==> src/rtl/sysclk_seldiv_pkg.sv <==
package sysclk_seldiv_pkg;

   localparam int LDIV_W = 4;
   localparam int XDIV_W = 6;
   localparam int EDIV_W = XDIV_W + 1;
   localparam int SRC_W  = 3;

   // legacy word layout
   localparam int LG_DIV  = 0;
   localparam int LG_SRC  = LG_DIV + LDIV_W;
   localparam int LG_BYP  = LG_SRC + 2;
   localparam int LG_PDN  = LG_BYP + 1;
   localparam int LG_DEN  = LG_PDN + 1;
   localparam int LG_MOFF = LG_DEN + 1;
   localparam int LG_W    = LG_MOFF + 1;

   // extended word layout
   localparam int XT_DIV  = 0;
   localparam int XT_LSB  = XT_DIV + XDIV_W;
   localparam int XT_SRC  = XT_LSB + 1;
   localparam int XT_BYP  = XT_SRC + SRC_W;
   localparam int XT_PDN  = XT_BYP + 1;
   localparam int XT_D400 = XT_PDN + 1;
   localparam int XT_OVR  = XT_D400 + 1;
   localparam int XT_W    = XT_OVR + 1;

   localparam logic [SRC_W-1:0] SRC_MAIN = 3'd0;
   localparam logic [SRC_W-1:0] SRC_INT  = 3'd1;
   localparam logic [SRC_W-1:0] SRC_INTQ = 3'd2;
   localparam logic [SRC_W-1:0] SRC_LFO  = 3'd3;
   localparam logic [SRC_W-1:0] SRC_X32K = 3'd7;

   localparam logic [LG_W-1:0] LG_RST = LG_W'(10'h2DF);
   localparam logic [XT_W-1:0] XT_RST = XT_W'(14'h0C8F);

   localparam int PLL_MIN_FIELD = 2;

   typedef struct packed {
      logic [SRC_W-1:0]  src;
      logic              pll;
      logic              pll_off;
      logic              raw_pll;
      logic [EDIV_W-1:0] div;
   } eff_cfg_t;

   localparam eff_cfg_t EFF_RST = '{src: SRC_INT, pll: 1'b0, pll_off: 1'b1,
                                    raw_pll: 1'b0, div: '0};

   function automatic logic src_reserved(input logic [SRC_W-1:0] s);
      return (s == 3'd4) || (s == 3'd5) || (s == 3'd6);
   endfunction

endpackage

==> src/rtl/sysclk_cfg_regs.sv <==
module sysclk_cfg_regs
   import sysclk_seldiv_pkg::*;
#(
   parameter int DATA_W = 32
) (
   input  logic              clk,
   input  logic              rst_n,
   input  logic              wr_legacy,
   input  logic              wr_ext,
   input  logic [DATA_W-1:0] wdata,
   output logic [LG_W-1:0]   leg_r,
   output logic [XT_W-1:0]   ext_r
);

   logic [XT_W-1:0] ext_next;
   logic            unused_hi;

   assign unused_hi = ^wdata[DATA_W-1:XT_W];

   // the extra divisor LSB only follows the data when the same write selects the undivided PLL
   always_comb begin
      ext_next = wdata[XT_W-1:0];
      if (!wdata[XT_D400]) ext_next[XT_LSB] = ext_r[XT_LSB];
   end

   always_ff @(posedge clk) begin
      if (!rst_n) begin
         leg_r <= LG_RST;
         ext_r <= XT_RST;
      end else begin
         if (wr_legacy) leg_r <= wdata[LG_W-1:0];
         if (wr_ext)    ext_r <= ext_next;
      end
   end

endmodule

==> src/rtl/sysclk_cfg_resolve.sv <==
module sysclk_cfg_resolve
   import sysclk_seldiv_pkg::*;
(
   input  logic [LG_W-1:0] leg_r,
   input  logic [XT_W-1:0] ext_r,
   output eff_cfg_t        cand,
   output logic            cand_bad
);

   logic              ovr, byp, pdn, d400, den;
   logic [SRC_W-1:0]  src;
   logic [XDIV_W-1:0] field;
   logic [EDIV_W-1:0] div7;
   logic              unused_moff;

   assign unused_moff = leg_r[LG_MOFF];

   always_comb begin
      ovr = ext_r[XT_OVR];
      den = leg_r[LG_DEN];
      if (ovr) begin
         src   = ext_r[XT_SRC +: SRC_W];
         byp   = ext_r[XT_BYP];
         pdn   = ext_r[XT_PDN];
         d400  = ext_r[XT_D400];
         field = ext_r[XT_DIV +: XDIV_W];
         div7  = d400 ? {field, ext_r[XT_LSB]} : {1'b0, field};
      end else begin
         src   = {1'b0, leg_r[LG_SRC +: 2]};
         byp   = leg_r[LG_BYP];
         pdn   = leg_r[LG_PDN];
         d400  = 1'b0;
         field = XDIV_W'(leg_r[LG_DIV +: LDIV_W]);
         div7  = {1'b0, field};
      end
      cand.src     = src;
      cand.pll     = !byp;
      cand.pll_off = pdn;
      cand.raw_pll = d400 && !byp;
      cand.div     = (!byp || den) ? div7 : '0;
      cand_bad     = src_reserved(src) ||
                     (!byp && (field < XDIV_W'(PLL_MIN_FIELD)));
   end

endmodule

==> src/rtl/sysclk_tick_div.sv <==
module sysclk_tick_div
   import sysclk_seldiv_pkg::*;
#(
   parameter int INT_QDIV = 4
) (
   input  logic              clk,
   input  logic              rst_n,
   input  logic [SRC_W-1:0]  src,
   input  logic              pll,
   input  logic              raw_pll,
   input  logic [EDIV_W-1:0] div,
   input  logic              restart,
   input  logic              tick_main,
   input  logic              tick_int,
   input  logic              tick_lfo,
   input  logic              tick_x32k,
   input  logic              tick_pll,
   output logic              clk_en
);

   logic              int_q_tick;
   logic              pll_half;
   logic              pll_slow;
   logic              sel_tick;
   logic [EDIV_W-1:0] cnt;

   if (INT_QDIV > 1) begin : g_qdiv
      localparam int QW = $clog2(INT_QDIV);
      localparam logic [QW-1:0] QLAST = QW'(INT_QDIV - 1);
      logic [QW-1:0] qc;
      always_ff @(posedge clk) begin
         if (!rst_n)        qc <= '0;
         else if (tick_int) qc <= (qc == QLAST) ? '0 : qc + 1'b1;
      end
      assign int_q_tick = tick_int && (qc == QLAST);
   end else begin : g_qpass
      assign int_q_tick = tick_int;
   end

   // fixed divide-by-2 ahead of the PLL divisor
   always_ff @(posedge clk) begin
      if (!rst_n)        pll_half <= 1'b0;
      else if (tick_pll) pll_half <= !pll_half;
   end
   assign pll_slow = tick_pll && pll_half;

   always_comb begin
      if (pll) begin
         sel_tick = raw_pll ? tick_pll : pll_slow;
      end else begin
         unique case (src)
            SRC_MAIN: sel_tick = tick_main;
            SRC_INT:  sel_tick = tick_int;
            SRC_INTQ: sel_tick = int_q_tick;
            SRC_LFO:  sel_tick = tick_lfo;
            SRC_X32K: sel_tick = tick_x32k;
            default:  sel_tick = 1'b0;
         endcase
      end
   end

   always_ff @(posedge clk) begin
      if (!rst_n) begin
         cnt    <= '0;
         clk_en <= 1'b0;
      end else if (restart) begin
         cnt    <= '0;
         clk_en <= 1'b0;
      end else begin
         clk_en <= sel_tick && (cnt == div);
         if (sel_tick) cnt <= (cnt == div) ? '0 : cnt + 1'b1;
      end
   end

endmodule

==> src/rtl/sysclk_seldiv.sv <==
module sysclk_seldiv
   import sysclk_seldiv_pkg::*;
#(
   parameter int DATA_W      = 32,
   parameter int LOCK_STAGES = 2,
   parameter int INT_QDIV    = 4
) (
   input  logic              clk,
   input  logic              rst_n,
   input  logic              wr_legacy,
   input  logic              wr_ext,
   input  logic [DATA_W-1:0] wdata,
   input  logic              tick_main,
   input  logic              tick_int,
   input  logic              tick_lfo,
   input  logic              tick_x32k,
   input  logic              tick_pll,
   input  logic              pll_locked,
   output logic              clk_en,
   output logic [2:0]        eff_src,
   output logic              eff_pll,
   output logic              eff_pll_off,
   output logic [6:0]        eff_div,
   output logic              cfg_err,
   output logic [7:0]        raw_status,
   output logic              main_osc_off,
   output logic [DATA_W-1:0] legacy_q,
   output logic [DATA_W-1:0] ext_q
);

   localparam int LOCK_BIT = 6;

   if (DATA_W < XT_W) begin : g_bad_dw
      $error("DATA_W too narrow for the extended word");
   end
   if (LOCK_STAGES < 1) begin : g_bad_lk
      $error("LOCK_STAGES must be at least 1");
   end
   if (INT_QDIV < 1) begin : g_bad_q
      $error("INT_QDIV must be at least 1");
   end
   if (EDIV_W != 7 || SRC_W != 3) begin : g_bad_w
      $error("status port widths assume a 7-bit divisor and 3-bit source");
   end

   logic [LG_W-1:0]        leg_r;
   logic [XT_W-1:0]        ext_r;
   eff_cfg_t               cand;
   eff_cfg_t               eff_q;
   logic                   cand_bad;
   logic                   restart;
   logic [LOCK_STAGES-1:0] lk_sr;

   sysclk_cfg_regs #(.DATA_W(DATA_W)) u_regs (
      .clk       (clk),
      .rst_n     (rst_n),
      .wr_legacy (wr_legacy),
      .wr_ext    (wr_ext),
      .wdata     (wdata),
      .leg_r     (leg_r),
      .ext_r     (ext_r)
   );

   sysclk_cfg_resolve u_resolve (
      .leg_r    (leg_r),
      .ext_r    (ext_r),
      .cand     (cand),
      .cand_bad (cand_bad)
   );

   // hold the last legal configuration; report a reserved one
   always_ff @(posedge clk) begin
      if (!rst_n) begin
         eff_q   <= EFF_RST;
         cfg_err <= 1'b0;
      end else begin
         if (!cand_bad) eff_q <= cand;
         cfg_err <= cand_bad;
      end
   end

   assign restart = !cand_bad && (cand != eff_q);

   sysclk_tick_div #(.INT_QDIV(INT_QDIV)) u_div (
      .clk       (clk),
      .rst_n     (rst_n),
      .src       (eff_q.src),
      .pll       (eff_q.pll),
      .raw_pll   (eff_q.raw_pll),
      .div       (eff_q.div),
      .restart   (restart),
      .tick_main (tick_main),
      .tick_int  (tick_int),
      .tick_lfo  (tick_lfo),
      .tick_x32k (tick_x32k),
      .tick_pll  (tick_pll),
      .clk_en    (clk_en)
   );

   if (LOCK_STAGES == 1) begin : g_lk1
      always_ff @(posedge clk) begin
         if (!rst_n) lk_sr <= '0;
         else        lk_sr <= pll_locked;
      end
   end else begin : g_lkn
      always_ff @(posedge clk) begin
         if (!rst_n) lk_sr <= '0;
         else        lk_sr <= {lk_sr[LOCK_STAGES-2:0], pll_locked};
      end
   end

   always_comb begin
      raw_status           = '0;
      raw_status[LOCK_BIT] = lk_sr[LOCK_STAGES-1];
   end

   assign eff_src      = eff_q.src;
   assign eff_pll      = eff_q.pll;
   assign eff_pll_off  = eff_q.pll_off;
   assign eff_div      = eff_q.div;
   assign main_osc_off = leg_r[LG_MOFF];
   assign legacy_q     = DATA_W'(leg_r);
   assign ext_q        = DATA_W'(ext_r);

endmodule

==> config.mk <==
export PLATFORM = sky130hd
export DESIGN_NAME = sysclk_seldiv
export DESIGN_NICKNAME = d
export VERILOG_FILES = /design/src/rtl/sysclk_seldiv_pkg.sv /design/src/rtl/sysclk_cfg_regs.sv /design/src/rtl/sysclk_cfg_resolve.sv /design/src/rtl/sysclk_tick_div.sv /design/src/rtl/sysclk_seldiv.sv
export SDC_FILE = /design/constraint.sdc
export NUM_CORES = 1
export LEC_CHECK = 0
export BUFFER_PORTS_ARGS = -buffer_cell sky130_fd_sc_hd__buf_2
export CAP_MARGIN = 5
export CORE_AREA = 2 2 96 98
export DETAILED_ROUTE_END_ITERATION = 12
export DIE_AREA = 0 0 98 100
export PLACE_DENSITY = 0.64
export SYNTH_ARGS = -nofsm -noshare
export SYNTH_HDL_FRONTEND = slang
export SYNTH_HIERARCHICAL = 1
export SYNTH_SLANG_ARGS = --single-unit
==> constraint.sdc <==
create_clock -name clk -period 2.2 [get_ports clk]
set_input_delay 0.22 -clock clk [delete_from_list [all_inputs] [get_ports clk]]
set_output_delay 0.22 -clock clk [all_outputs]
set_load 0.05 [all_outputs]
Word level (Yosys, flattened, before mapping)
Index checks and enable logic that the tools add are counted.

operators by class
  $add $sub $neg = 2
  magnitude comparators = 1
  eq/ne operators = 10
  multiplexer cells = 13
  bitwise logic cells = 1
  reductions and logical operators = 16

operator list
  kind                                                        count
  2-to-1 mux 7 bit                                            4
  != test 13 bit                                              1
  equality test 3 bit, second input constant                  4
  adder 7 x 1 -> 7 bit, second input constant                 1
  equality test 7 bit                                         1
  equality test 3 x 2 -> 1 bit, second input constant         2
  logical AND 1 bit                                           6
  less-than comparator 6 x 2 -> 1 bit, second input constant  1
  2-to-1 mux 6 bit                                            1
  2-to-1 mux 1 bit                                            5
  one-hot mux 1 bit (5 select lines)                          1
  logical OR 1 bit                                            4
  equality test 3 x 1 -> 1 bit, second input constant         1
  logical NOT 1 bit                                           3
  logical NOT 3 bit                                           1
  2-to-1 mux 3 bit                                            1
  adder 2 x 1 -> 2 bit, second input constant                 1
  equality test 2 bit, second input constant                  1
  2-to-1 mux 2 bit                                            1
  AND reduction 2 bit                                         1
  OR reduction 2 bit                                          1
  inverter 1 bit                                              1

storage, ports and cells
  bits in registers = 51
  input bits = 42
  output and inout port bits = 87
  logic and storage cells = 57

Depth between registers and ports, before layout
Gate-level depths: netlist of the first run.

  depth after elaboration = 8
  gate-level depth with buffers = 11
  gate-level depth less buffers = 10

Cells and area by module
Netlist of the first run, hierarchy kept.

by module, submodules not included
  module              instances  cells an instance  area each (um2)  sequential area each (um2)
  sysclk_seldiv       1          125                1156.1           320.3
  sysclk_cfg_regs     1          79                 887.1            480.5
  sysclk_tick_div     1          75                 653.1            220.2
  sysclk_cfg_resolve  1          38                 270.3            0.0

Least setup slack after synthesis of the first run
Ideal clock, no wire load.

  path kind = reg2reg
  start = register u_regs.ext_r[13]
  end = register u_div.cnt[6]
  setup time = 75 ps
  data arrival time = 2738 ps
  data required time = 2125 ps
  setup slack = -612 ps
  cell stages (with the launch flop) = 12
  period minus slack after synthesis = 2812 ps
  cells stage by stage = dfxtp_1 buf_6 mux2i_2 nor2_1 a211oi_1 xnor2_1 nand4_1 nor4_1 a41oi_1 nand2b_1 or3_1 o22ai_1

RTL lines
  what                      line                   text
  start: declaration        sysclk_cfg_regs.sv:12  output logic [XT_W-1:0] ext_r
  start signal: assignment  sysclk_cfg_regs.sv:32  if (wr_ext) ext_r <= ext_next;
  end signal: assignment    sysclk_tick_div.sv:71  if (sel_tick) cnt <= (cnt == div) ? '0 : cnt + 1'b1;
  end: declaration          sysclk_tick_div.sv:25  logic [EDIV_W-1:0] cnt;

==> results of run 1 <==
-- per-layer routing --
layer / up-vias / wire [um] / share of wire
li1: 1105 / - / -
met1: 1025 / 2910 / 0.46
met2: 74 / 3060 / 0.48
met3: 7 / 329 / 0.052
met4: 0 / 63 / 0.0099
met5: - / 0 / 0
-- cell type report --
class | instances | area [um2]
Clock inverter | 3 | 67.6
Sequential cell | 51 | 1030
Inverter | 2 | 7.51
Timing Repair Buffer | 90 | 526
Multi-Input combinational cell | 238 | 1660
Fill cell | 893 | 5390
Clock buffer | 5 | 68.8
Tap cell | 111 | 139
-- synthesized netlist by cell type (all sizes together), types with 2 or more instances --
library cell and n:
o22ai 5, nand4 2, mux2i 45, buf 70, xor2 12, mux2 3
ha 2, dfxtp 51, o211ai 2, clkbuf 2, nand3 3, or2 2
xnor2 9, a21oi 6, a21boi 2, and2 5, nand2b 3, a211oi 5
nor4 3, nor2b 21, nor2 11, nor3 2, or3 5, nand2 32
inv 2
-- metrics by stage --
stage | area [um2] | utilization | TNS (ns) | hold WS [ns]
final | 3500 | 0.394 | -0.895 | 0.114
after detailed placement | 3230 | 0.364 | -0.692 | 0.423
after floorplan | 3180 | - | -1.11 | 0.342
after CTS | 3420 | 0.384 | -0.457 | 0.108
after global placement | 3230 | 0.364 | -0.366 | 0.414
after global routing | 3500 | 0.394 | -2.38 | 0.111
-- sequential cells by signal, indices dropped and copies added, names as in the netlist --
register         cells
u_regs/ext_r        14
eff_src              3
lk_sr                2
cfg_err              1
u_div/g_qdiv.qc      2
u_div/clk_en         1
eff_pll              1
u_div/pll_half       1
eff_q                1
u_regs/leg_r        10
u_div/cnt            7
eff_div              7
eff_pll_off          1
-- final timing paths --
check | endpoint | slack, ns | start
setup / recovery | u_div/cnt[6]$_SDFFE_PP0P_ | -0.19 | u_regs/ext_r[13]$_SDFFE_PN0P_
setup reg to reg | u_div/cnt[6]$_SDFFE_PP0P_ | -0.19 | u_regs/ext_r[13]$_SDFFE_PN0P_
hold / removal | lk_sr[0]$_SDFF_PN0_ | 0.11 | pll_locked
hold reg to reg | lk_sr[1]$_SDFF_PN0_ | 0.44 | lk_sr[0]$_SDFF_PN0_
-- power groups by stage --
| stage | clock (mW) | sequential, mW | combinational [mW] |
|---|---|---|---|
| floorplan | 0 | 1.12 | 0.506 |
| CTS | 0.789 | 1.01 | 0.665 |
| detailed placement | 0 | 1.03 | 0.650 |
| finish | 0.772 | 1.01 | 0.695 |
| global placement | 0 | 1.03 | 0.642 |
| global route | 0.824 | 1.02 | 0.739 |
-- cell families (layout without fill, tap and decap cells) --
kind of cell | count (synthesis) | after routing | synth area share
adder cells (fa/ha/maj) | 2 | 2 | 0.00843
other | 1 | 47 | 0.00126
AND/OR/NAND/NOR | 95 | 95 | 0.170
multiplexers | 48 | 48 | 0.164
XOR/XNOR | 21 | 21 | 0.0620
AO/OA/AOI/OAI | 25 | 25 | 0.0603
flip-flops | 51 | 51 | 0.344
buffers and inverters | 74 | 100 | 0.189
-- what timing repair did --
item	in CTS	in global routing
endpoints found under the setup margin	6	8
buffers inserted	3	3
pin swaps	1	12
endpoints found under the hold margin	0	0
resized for setup	5	10
==> results.py, run 1 <==
metrics = {
    "global_route": {
        "grt_pass1_wl_um": 9940,
        "grt_use_total": 0.126,
        "grt-busiest-layer": "met2",
        "grt_max_degree": 27,
        "overflow": 0,
        "grt_pass1_vias": 2018,
        "met2_usage": 0.214,
        "gr-usage-met1": 0.162,
        "antenna_found_initial": 0,
        "use_met3": 0.0279,
    },
    "worst_setup_path": {
        "cp.depth": 10,
        "worst-setup-path-type": "flop to flop",
        "cp_top_family": "simple AND/OR/NAND/NOR gates",
        "critPathRequiredTime_ns": 2.44,
        "cp_cell_sequence": "mux2i_4 -> nor2_4 -> a211oi_2 -> xnor2_1 -> nand4_1 -> nor4_2 -> a41oi_2 -> nand2b_4 -> or3_4 -> o22ai_2",
        "crit_path_end_kind": "flop",
        "r2r_cells": 10,
        "critPathBufInv": 0,
        "worstPathMaxFanout": 7,
        "cp.arrival_ns": 2.63,
        "slowest_delay_ns": 0.38,
        "crit_path_start_kind": "flop",
        "slowest_stage": "dfxtp_4",
    },
    "pwr": {
        "power.share.clock": 0.312,
        "vdd_drop_max_mv": 0.333,
        "power_per_cell_area_nw_per_um2": 708,
        "p_sw_mw": 0.857,
        "p_comb_frac": 0.280,
        "p_leak_nw": 1.60,
        "p_seq_frac": 0.408,
        "p_int_mw": 1.62,
        "finalPower_mw": 2.48,
        "swShare": 0.346,
    },
    "synth": {
        "yosysTopAreaCell": "dfxtp_1",
        "yosys.area.top_type_share": 0.344,
        "synth_seq_area_share": 0.344,
        "synth_edf_count": 0,
        "synthFlopType": "dfxtp_1",
        "synth.yosys.warnings": 6,
        "yosys_register_bits": 51,
        "synth.cell_area_um2": 2970,
        "syn-instance-count": 317,
        "async_reset_ff_frac": 0,
        "synth.area.top_cells": "dfxtp_1 (34%), buf_4 (16%), mux2i_1 (15%)",
        "synth_cell_types": 46,
        "syn_area_per_cell_um2": 9.36,
    },
    "clock_tree": {
        "cts_root_buf": "clkbuf_8",
        "h-tree-depth": 2,
        "ctsHoldBuffers": 0,
        "cts_buffers": 5,
        "clkTransAtPathRegs_ns": 0.09,
        "cts.sinks": 51,
        "cts_tree": "done",
        "clk_latency_ns": 0.31,
        "clockBufferDepth": 2,
    },
    "min_path": {
        "min_path_cells": 2,
        "hold_path_class": "input port to flop",
    },
    "sta": {
        "finalCritPeriodShare": 1.09,
        "finalHoldViolCount": 0,
        "fmax_mhz": 418,
        "fin_skew_ns": 0.00515,
        "fin_crit_ns": 2.39,
        "finalSetupViolations": 7,
        "maxSlewViolCount": 0,
        "setup_ws_ns": -0.193,
        "rsz0062_at_grt": "yes",
    },
    "drt": {
        "ant_nets": 0,
        "wl_um": 6360,
        "vias_per_cell": 4.42,
        "dr.pass1.iters": 4,
        "post_drt_wl_per_cell_um": 12.7,
        "vias": 2211,
        "drc": 0,
        "drt_iter0_drc": 83,
    },
    "floorplanning": {
        "initial_core_util": 0.334,
        "fp-row-count": 35,
        "die_w_um": 98,
        "design.core.area_um2": 8890,
        "num_io_pins": 129,
        "die_y_um": 100,
        "die-area_um2": 9800,
    },
    "final_layout": {
        "stdcell_count": 500,
        "diodes": 0,
        "final_common_cell": "buf_2",
        "design.final.nets": 432,
        "final_cell_mix": "buf_2 (63), conb_1 (47), dfxtp_1 (47)",
        "syn2layout_area_growth_pct": 18.0,
        "layout-drive-gt1-share": 0.324,
    },
    "placement": {
        "dpl_worst_slack_ns": -0.158,
        "portBuffers": 63,
        "place_inst": 486,
        "gp_routability_congestion": 0.755,
        "place.detailed.hpwl_um": 4790,
    },
    "status": {
        "status": "finished, violations left",
        "violations": "setup timing",
    },
    "flow_run": {
        "cap_violations": 0,
    },
}
(Power assumes the default switching activity.)
==> run 2: changes to the inputs <==
ABC_AREA = 1   (was not set)
CORE_AREA = 2 2 98 100   (was 2 2 96 98)
DIE_AREA = 0 0 100 102   (was 0 0 98 100)
==> run 2 against run 1 <==
Effect of this change:
- the flow now finishes without violations
- worst hold slack lost 0.025 ns
- critical path depth is 5 higher
- die area is 4.1% higher
- routed wire length is 3.9% higher
- combinational power grew 15%
- via count rose by 27%
- highest routed layer unchanged
==> results.py, run 2 <==
metrics = {
    "status": {
        "status": "finished, final reports clean",
    },
    "placement": {
        "place.detailed.hpwl_um": 5190,
        "portBuffers": 63,
        "gp_routability_congestion": 0.801,
    },
    "drt": {
        "ant_nets": 0,
        "drt_iter0_drc": 101,
        "vias": 2808,
        "post_drt_wl_per_cell_um": 10.3,
        "drc": 0,
        "dr.pass1.iters": 4,
        "wl_um": 6610,
        "vias_per_cell": 4.37,
    },
    "worst_setup_path": {
        "regToRegStartpoint": "u_regs/ext_r[13]$_SDFFE_PN0P_",
        "r2r_end": "u_div/cnt[0]$_SDFFE_PP0P_",
        "crit_path_end_kind": "flop",
        "crit_end": "u_div/cnt[0]$_SDFFE_PP0P_",
        "slowest_delay_ns": 0.36,
        "ff2ff_setup_slack_ns": 0.29,
        "worst-setup-path-type": "flop to flop",
        "r2r_cells": 15,
        "critPathRequiredTime_ns": 2.46,
        "crit_path_start_kind": "flop",
        "cp_cell_sequence": "buf_4 -> inv_4 -> nand2_2 -> a21oi_2 -> inv_1 -> nand2_1 -> nand2_1 -> nor2_1 -> nand2_1 -> nor2_1 -> a21oi_1 -> nor2_1 -> buf_4 -> nand2_1 -> nor2_1",
        "worstSetupStartpoint": "u_regs/ext_r[13]$_SDFFE_PN0P_",
        "worstPathMaxFanout": 9,
        "cp.arrival_ns": 2.17,
        "slowest_stage": "dfxtp_1",
    },
    "clock_tree": {
        "cts_buffers": 5,
        "h-tree-depth": 2,
        "cts_tree": "done",
        "clockBufferDepth": 2,
        "cts.sinks": 51,
        "cts_root_buf": "clkbuf_8",
        "clk_latency_ns": 0.32,
        "clkTransAtPathRegs_ns": 0.10,
    },
    "flow_run": {
        "cap_violations": 0,
    },
    "synth": {
        "synth.cell_area_um2": 3140,
        "yosys_register_bits": 51,
        "synth.yosys.warnings": 6,
        "yosys.area.top_type_share": 0.325,
        "synthFlopType": "dfxtp_1",
        "synth.most_common_cell": "nand2_1",
        "synth.area.top_cells": "dfxtp_1 (32%), nand2_1 (17%), buf_4 (15%)",
        "synth_common_cells": "nand2_1 (139), buf_4 (63), nor2_1 (60), dfxtp_1 (51), inv_1 (49)",
        "synth_seq_area_share": 0.325,
        "synth_cell_types": 28,
        "async_reset_ff_frac": 0,
        "syn-instance-count": 479,
        "yosysTopAreaCell": "dfxtp_1",
        "synth_edf_count": 0,
        "syn_area_per_cell_um2": 6.56,
    },
    "final_layout": {
        "largest_reg_flops": 14,
        "final_common_cell": "nand2_1",
        "syn2layout_area_growth_pct": 7.84,
        "design.final.nets": 574,
        "layout-drive-gt1-share": 0.196,
        "fill_cells": 988,
        "final_cell_mix": "nand2_1 (139), buf_2 (63), nor2_1 (60)",
        "diodes": 0,
        "reg.largest.list": "u_regs/ext_r (14), u_regs/leg_r (10)",
        "top_register": "u_regs/ext_r",
    },
    "sta": {
        "finalSetupTns_ns": 0,
        "fin_crit_ns": 1.91,
        "fmax_mhz": 523,
        "maxSlewViolCount": 0,
        "finalCritPeriodShare": 0.868,
        "rsz0062_at_grt": "no",
        "finalSetupViolations": 0,
        "finalHoldViolCount": 0,
        "fin_skew_ns": 0.0109,
        "holdWs_ns": 0.0888,
    },
    "min_path": {
        "hold_path_class": "input port to flop",
        "min_path_cells": 3,
    },
    "floorplanning": {
        "die-area_um2": 10200,
        "fp-row-count": 35,
        "initial_core_util": 0.345,
        "num_io_pins": 129,
        "design.core.area_um2": 9110,
        "die_y_um": 102,
        "die_w_um": 100,
    },
    "global_route": {
        "grt_pass1_vias": 2570,
        "antenna_found_initial": 0,
        "grt_use_total": 0.135,
        "overflow": 0,
        "grt_max_degree": 25,
        "grt_pass1_wl_um": 11300,
    },
    "pwr": {
        "power_per_cell_area_nw_per_um2": 711,
        "p_leak_nw": 1.77,
        "vdd_drop_max_mv": 0.333,
    },
}
[run 2: metrics by stage]
step | instance area [um2] | utilization | std cells | power [mW] | worst slack (ns)
2_1_floorplan | 3320 | - | 525 | 1.80 | 0.00266
3_3_place_gp | 3280 | 0.360 | 634 | 1.85 | 0.255
3_5_place_dp | 3280 | 0.360 | 634 | 1.86 | 0.197
4_1_cts | 3370 | 0.370 | 642 | 2.42 | 0.179
5_1_grt | 3390 | 0.372 | 642 | 2.55 | 0.0157
6_report | 3390 | 0.372 | 642 | 2.41 | 0.290
[run 2: what timing repair did]
action / in CTS / in global routing
resized for setup: 0 / 5
hold buffers: 0 / 0
endpoints found under the hold margin: 0 / 0
setup buffers: 0 / 0
setup endpoints to repair: 0 / 8
[run 2: logic make-up (layout without fill, tap and decap cells)]
kind of cell / Yosys count / after routing / synth area share
AO/OA/AOI/OAI: 50 / 50 / 0.0932
XOR/XNOR: 5 / 5 / 0.0139
adder cells (fa/ha/maj): 2 / 2 / 0.00796
buffers and inverters: 127 / 133 / 0.236
flip-flops: 51 / 51 / 0.325
multiplexers: 2 / 2 / 0.00637
other: 1 / 47 / 0.00119
AND/OR/NAND/NOR: 241 / 241 / 0.317
[run 2: critical path, delay by kind of cell (launching register included)]
| family | cells | cell delay, ns |
|---|---|---|
| and+or+nand+nor | 9 | 0.72 |
| buffers and inverters | 4 | 0.51 |
| DFF | 1 | 0.36 |
| AOI/OAI and AO/OA | 2 | 0.26 |
[run 2: cell type report]
class | count | area (um2) | area share
inverter | 57 | 216 | 0.0639
clock inverter | 3 | 22.5 | 0.00664
sequential | 51 | 1020 | 0.302
timing repair buffer | 68 | 353 | 0.104
clock buffer | 5 | 68.8 | 0.0203
multi-input combinational | 347 | 1570 | 0.462
tap | 111 | 139 | 0.0410
[run 2: worst min path at each step]
stage,start,to,slack (ns)
2_1_floorplan,pll_locked,lk_sr[0]$_SDFF_PN0_,0.32
3_3_place_gp,lk_sr[0]$_SDFF_PN0_,lk_sr[1]$_SDFF_PN0_,0.39
3_5_place_dp,lk_sr[0]$_SDFF_PN0_,lk_sr[1]$_SDFF_PN0_,0.40
4_1_cts,pll_locked,lk_sr[0]$_SDFF_PN0_,0.08
5_1_grt,pll_locked,lk_sr[0]$_SDFF_PN0_,0.09
6_report,pll_locked,lk_sr[0]$_SDFF_PN0_,0.09
[run 2: power by group]
part | internal (mW) | total [mW] | switching, mW
Combinational | 0.182 | 0.797 | 0.614
Clock | 0.231 | 0.567 | 0.336
Sequential | 0.981 | 1.05 | 0.0646
Total | 1.39 | 2.41 | 1.01
[run 2: per-layer routing]
| metal | global-route usage | wire length [um] | vias up |
|---|---|---|---|
| met5 | 0 | 0 | - |
| met4 | 0.0358 | 81 | 0 |
| met3 | 0.0342 | 517 | 8 |
| met2 | 0.229 | 2920 | 107 |
| met1 | 0.172 | 3090 | 1229 |
| li1 | - | - | 1464 |
